### src/rtl/busclk_pkg.sv
package busclk_pkg;
  typedef enum logic [1:0] {
    REG_SRAM = 2'd0,
    REG_ROM  = 2'd1,
    REG_IO   = 2'd2
  } region_e;

  // strobes from control to datapath
  typedef struct packed {
    logic phaseEnd;    // current phase is in its last master cycle
    logic cycleStart;  // high phase ends here: a new bus cycle begins
  } phaseStrobe_t;
endpackage

### src/rtl/busclk_ctrl.sv
module busclk_ctrl
  import busclk_pkg::*;
#(
  parameter int RATE_W = 2
) (
  input  logic              clk,
  input  logic              rstN,
  input  logic              cpuClk,
  input  logic [RATE_W-1:0] curRate,
  input  logic              curSlow,
  output phaseStrobe_t      strobes
);
  localparam int CNT_W = 1 << RATE_W;  // longest phase is 2^(2^RATE_W) cycles
  localparam logic [CNT_W:0] LEN_ONE = (CNT_W+1)'(1);

  logic [CNT_W-1:0] phaseCnt;
  logic [RATE_W:0]  shiftAmt;
  logic [CNT_W:0]   phaseLen;

  always_comb begin
    shiftAmt = {1'b0, curRate} + {{RATE_W{1'b0}}, curSlow};
    phaseLen = LEN_ONE << shiftAmt;
    strobes.phaseEnd   = ({1'b0, phaseCnt} == (phaseLen - LEN_ONE));
    strobes.cycleStart = strobes.phaseEnd & cpuClk;
  end

  always_ff @(posedge clk or negedge rstN) begin
    if (!rstN) phaseCnt <= '0;
    else if (strobes.phaseEnd) phaseCnt <= '0;
    else phaseCnt <= phaseCnt + 1'b1;
  end
endmodule

### src/rtl/busclk_datapath.sv
module busclk_datapath
  import busclk_pkg::*;
#(
  parameter int          ADDR_W    = 16,
  parameter int          RATE_W    = 2,
  parameter int          COUNT_W   = 16,
  parameter logic [15:0] ROM_BASE  = 16'hE000,
  parameter logic [15:0] IO_BASE   = 16'hC000,
  parameter logic [15:0] IO_MASK   = 16'hFF00
) (
  input  logic               clk,
  input  logic               rstN,
  input  logic [ADDR_W-1:0]  busAddr,
  input  logic               cycValid,
  input  logic               rateWe,
  input  logic [RATE_W-1:0]  rateIn,
  input  phaseStrobe_t       strobes,
  output logic               cpuClk,
  output logic [RATE_W-1:0]  curRate,
  output logic               curSlow,
  output logic [1:0]         regionCode,
  output logic [COUNT_W-1:0] stretchCount
);
  localparam logic [RATE_W-1:0] RATE_SLOWEST = '1;

  logic [RATE_W-1:0] rateSel;
  region_e           regionQ;
  region_e           regionNext;
  logic              romHit;
  logic              ioHit;

  always_comb begin
    romHit = busAddr >= ADDR_W'(ROM_BASE);
    ioHit  = (busAddr & ADDR_W'(IO_MASK)) == ADDR_W'(IO_BASE);
    if (!cycValid)   regionNext = REG_SRAM;
    else if (romHit) regionNext = REG_ROM;
    else if (ioHit)  regionNext = REG_IO;
    else             regionNext = REG_SRAM;
  end

  always_ff @(posedge clk or negedge rstN) begin
    if (!rstN) rateSel <= RATE_SLOWEST;
    else if (rateWe) rateSel <= rateIn;
  end

  always_ff @(posedge clk or negedge rstN) begin
    if (!rstN) begin
      cpuClk       <= 1'b1;
      curRate      <= RATE_SLOWEST;
      regionQ      <= REG_SRAM;
      stretchCount <= '0;
    end else begin
      if (strobes.phaseEnd) cpuClk <= ~cpuClk;
      if (strobes.cycleStart) begin
        curRate <= rateSel;
        regionQ <= regionNext;
        if (regionNext != REG_SRAM) stretchCount <= stretchCount + 1'b1;
      end
    end
  end

  assign curSlow    = (regionQ != REG_SRAM);
  assign regionCode = regionQ;
endmodule

### src/rtl/busclk_stretch.sv
module busclk_stretch
  import busclk_pkg::*;
#(
  parameter int          ADDR_W   = 16,
  parameter int          RATE_W   = 2,
  parameter int          COUNT_W  = 16,
  parameter logic [15:0] ROM_BASE = 16'hE000,
  parameter logic [15:0] IO_BASE  = 16'hC000,
  parameter logic [15:0] IO_MASK  = 16'hFF00
) (
  input  logic               clk,
  input  logic               rstN,
  input  logic [ADDR_W-1:0]  busAddr,
  input  logic               cycValid,
  input  logic               rateWe,
  input  logic [RATE_W-1:0]  rateIn,
  output logic               cpuClk,
  output logic [1:0]         regionCode,
  output logic [COUNT_W-1:0] stretchCount
);
  phaseStrobe_t      strobes;
  logic [RATE_W-1:0] curRate;
  logic              curSlow;

  busclk_ctrl #(.RATE_W(RATE_W)) u_ctrl (
    .clk(clk), .rstN(rstN), .cpuClk(cpuClk),
    .curRate(curRate), .curSlow(curSlow), .strobes(strobes)
  );

  busclk_datapath #(
    .ADDR_W(ADDR_W), .RATE_W(RATE_W), .COUNT_W(COUNT_W),
    .ROM_BASE(ROM_BASE), .IO_BASE(IO_BASE), .IO_MASK(IO_MASK)
  ) u_dp (
    .clk(clk), .rstN(rstN), .busAddr(busAddr), .cycValid(cycValid),
    .rateWe(rateWe), .rateIn(rateIn), .strobes(strobes),
    .cpuClk(cpuClk), .curRate(curRate), .curSlow(curSlow),
    .regionCode(regionCode), .stretchCount(stretchCount)
  );
endmodule

### config.mk
export PLATFORM = sky130hd
export DESIGN_NAME = busclk_stretch
export DESIGN_NICKNAME = d
export VERILOG_FILES = /design/src/rtl/busclk_pkg.sv /design/src/rtl/busclk_ctrl.sv /design/src/rtl/busclk_datapath.sv /design/src/rtl/busclk_stretch.sv
export SDC_FILE = /design/constraint.sdc
export NUM_CORES = 1
export LEC_CHECK = 0
export BUFFER_PORTS_ARGS = -buffer_cell sky130_fd_sc_hd__buf_2
export CAP_MARGIN = 20
export CORE_ASPECT_RATIO = 0.6
export CORE_MARGIN = 2
export CORE_UTILIZATION = 46
export DETAILED_ROUTE_END_ITERATION = 6
export PLACE_DENSITY = 0.84
export SYNTH_ARGS = -nofsm -noshare
export SYNTH_HDL_FRONTEND = slang
export SYNTH_HIERARCHICAL = 1
export SYNTH_SLANG_ARGS = --single-unit
### constraint.sdc
create_clock -name clk -period 3.37 [get_ports clk]
set_input_delay 0.8425 -clock clk [delete_from_list [all_inputs] [get_ports clk]]
set_output_delay 0.8425 -clock clk [all_outputs]
set_load 0.005 [all_outputs]
==> results.toml <==
[drt]
route.detailed.drc = 0
via_count = 1133
firstDrtPassIters = 4
antenna_left = 0
post_drt_wl_per_cell_um = 15.8
routed_wirelength_um = 3300
initialDrtViolationCount = 90
via_per_inst = 5.42

[die]
io_pins = 41
core_area_um2 = 2950
die_w_um = 76.8
die-area_um2 = 3660
rows = 15
initial_utilization_pct = 49.6
die_h_um = 47.7

[pwr]
pwr-share-seq_pct = 38.4
comb_power_share_pct = 46.3
p_int_uw = 759
peakVddDrop_mv = 0.352
p_clk_share_pct = 15.3
power.leakage_uw = 0.000939
power_density_nw_per_um2 = 639
switching_share_pct = 36.5
p_switching_uw = 437

[logic_synthesis]
netlist_area_um2 = 1460
ys_top_cells_by_area = "dfrtp_1 38%, xor2_1 10%, dfstp_2 9.0%, nor4_2 5.1%, ha_1 4.3%"
ys.flop_type = "dfrtp_1"
synthTopCellsByCount = "22 x dfrtp_1, 17 x xor2_1, 9 x nor2_1"
synth_most_common_cell = "dfrtp_1"
yosysSeqAreaShare_pct = 46.7
synth_cells = 127
synth_area_leader_cell = "dfrtp_1"
ys_types = 35
ys_ff_latch = 27
synth_edf_count = 0
netlist.area_leader.share_pct = 37.7
async_reset_ff_share_pct = 100
avgSynthCellArea_um2 = 11.5
synth_warnings = 6
syn_nets = 154

[sta]
fmax_ghz = 0.303
finalCritPeriodShare_pct = 97.8
skew_ps = 5.38
whs_ps = 470
finalSetupViolations = 0
hold_violations = 0
slew-limit-headroom_pct = 15.8
drv_slew = 0
tightest_slew_ps = 1260
min_period_ps = 3300
fin_ws_ps = 73.2

[worst_setup_path]
cp-end-kind = "register"
worst-path-buf-inv = 3
start_kind = "register"
rr_worst_depth = 15
cpMaxStageDelayCell = "dfrtp_1"
reg2reg_to = "u_dp/stretchCount[10]"
cp-startpoint = "u_dp/regionCode[1]"
cp_max_fo = 6
arrival_ps = 3500
max_stage_delay_ps = 390
cp-endpoint = "u_dp/stretchCount[10]"
crit_top_cell = "inv_1"
r2r_slack_ps = 70
cp.depth = 15
crit_family = "simple AND/OR/NAND/NOR gates"
r2r-start = "u_dp/regionCode[1]"
required_ps = 3570
cp_cell_sequence = "inv_1 > nand2_1 > ha_1 > ha_4 > nor3_4 > inv_1 > ha_2 > xnor2_1 > a311o_1 > a311oi_4 > and2_4 > nand4_4 > buf_6 > nor4b_2 > xor2_1"
criticalPathCategory = "register to register"

[clocking]
cts_tree = "yes"
htree_levels = 1
cts.clk_slew.worst_paths_ps = 90
numCtsBuffers = 3
cts_hold_buf = 0
cts_sinks = 27
clk-insertion-delay-late_ps = 280
cts_buffer_depth = 2
root_buffer = "clkbuf_8"

[placed_design]
place_inst = 202
pre_cts_slack_ps = -191
io_buffer_count = 32
hpwl_um = 2320
gp_congestion = 0.898

[cells_and_area]
final_cells = 209
antenna_cells = 0
drive_gt1_share_pct = 43.7
synthToLayoutAreaGrowth_pct = 28.1
fin_nets = 195

[grt]
grt_max_degree = 28
grt_pass1_vias = 1071
grt_use_total_pct = 18.2
grt_pass1_wl_um = 5060
antenna_found_initial = 0
globalRouteOverflowTotal = 0

[status]
status = "finished clean"

[worst_hold_path]
hold_class = "register to register"
hold_start = "u_dp/stretchCount[15]"

[run]
drv_cap = 0
[state kept, by name, summed over array words and instances (netlist names)]
name,flops
u_dp/stretchCount,16
u_dp/curRate,2
u_ctrl/phaseCnt,4
u_dp/regionCode,2
u_dp/rateSel,2
u_dp/cpuClk,1
[how the worst min path moves through the flow]
| stage | end | depth (start not counted) | slack (ps) |
|---|---|---|---|
| 2_1_floorplan | u_dp/stretchCount[15] | 1 | 460 |
| 3_3_place_gp | u_dp/stretchCount[11] | 1 | 470 |
| 3_5_place_dp | u_dp/stretchCount[15] | 1 | 470 |
| 4_1_cts | u_dp/stretchCount[15] | 1 | 480 |
| 5_1_grt | u_dp/stretchCount[15] | 1 | 500 |
| 6_report | u_dp/stretchCount[15] | 1 | 470 |
[what timing repair did]
| action | 4_1_cts | 5_1_grt |
|---|---|---|
| gates resized for setup | 4 | 13 |
| endpoints found under the setup margin | 12 | 14 |
| pin swaps | 4 | 10 |
| setup buffers | 2 | 1 |
| endpoints found under the hold margin | 0 | 0 |
[worst register-to-register path, stage by stage, from the launching register on]
cell and delay (ps):
dfrtp_1 390, inv_1 70, nand2_1 60, ha_1 200
ha_4 240, nor3_4 160, inv_1 70, ha_2 200
xnor2_1 140, a311o_1 400, a311oi_4 230, and2_4 220
nand4_4 140, buf_6 200, nor4b_2 310, xor2_1 190
[area by class of cell]
cell class              instances  area, µm²
fillers                       216       1070
clock buffers                   4       45.0
inverters                       5       18.8
repair buffers                 39        224
multi-input cells              92        850
flip-flops and latches         27        682
well taps                      42       52.6
[metal layers]
| layer | vias to the layer above | part of all wire (%) | GRT usage, % |
|---|---|---|---|
| met2 | 54 | 48 | 32.5 |
| met4 | 0 | 1.1 | 5.09 |
| li1 | 532 | - | - |
| met1 | 543 | 43 | 22.9 |
| met3 | 4 | 7.5 | 5.09 |
| met5 | - | 0 | 0 |
[cell usage in the layout (no fill, tap or decap), drive strengths merged, types with 8 or more instances in the layout]
cell type	synthesis	final
nand2	8	8
dfrtp	22	22
buf	3	39
nor4	9	9
nor2	9	9
xor2	17	17
nand3	8	8
[per-stage QoR]
| stage | area (µm²) | util, % | total power (µW) | setup TNS [ps] |
|---|---|---|---|---|
| 2_1_floorplan | 1480 | - | 821 | 0 |
| 3_3_place_gp | 1700 | 57.6 | 915 | -6.10 |
| 4_1_cts | 1780 | 60.5 | 1170 | 0 |
| 6_report | 1870 | 63.5 | 1200 | 0 |
| 5_1_grt | 1870 | 63.5 | 1280 | -132 |
| 3_5_place_dp | 1700 | 57.6 | 963 | -1020 |
[cell families (layout without fill, tap and decap cells)]
| family | after synthesis | count (layout) | share of synthesized area (%) |
|---|---|---|---|
| compound gates | 9 | 9 | 5.65 |
| flops | 27 | 27 | 46.7 |
| mux | 5 | 5 | 3.85 |
| fa+ha+maj | 5 | 5 | 4.28 |
| xor+xnor | 21 | 21 | 12.6 |
| buf+inv | 8 | 48 | 3.17 |
| simple gates | 52 | 52 | 23.8 |
[power by group through the flow]
stage                     clock (µW)  sequential [µW]  combinational (µW)
after floorplan                    0              454                 367
after global placement             0              462                 453
after detailed placement           0              467                 496
after CTS                        187              460                 526
after global routing             203              470                 606
final                            183              460                 554
No activity file was read; power rests on OpenSTA's default activity.
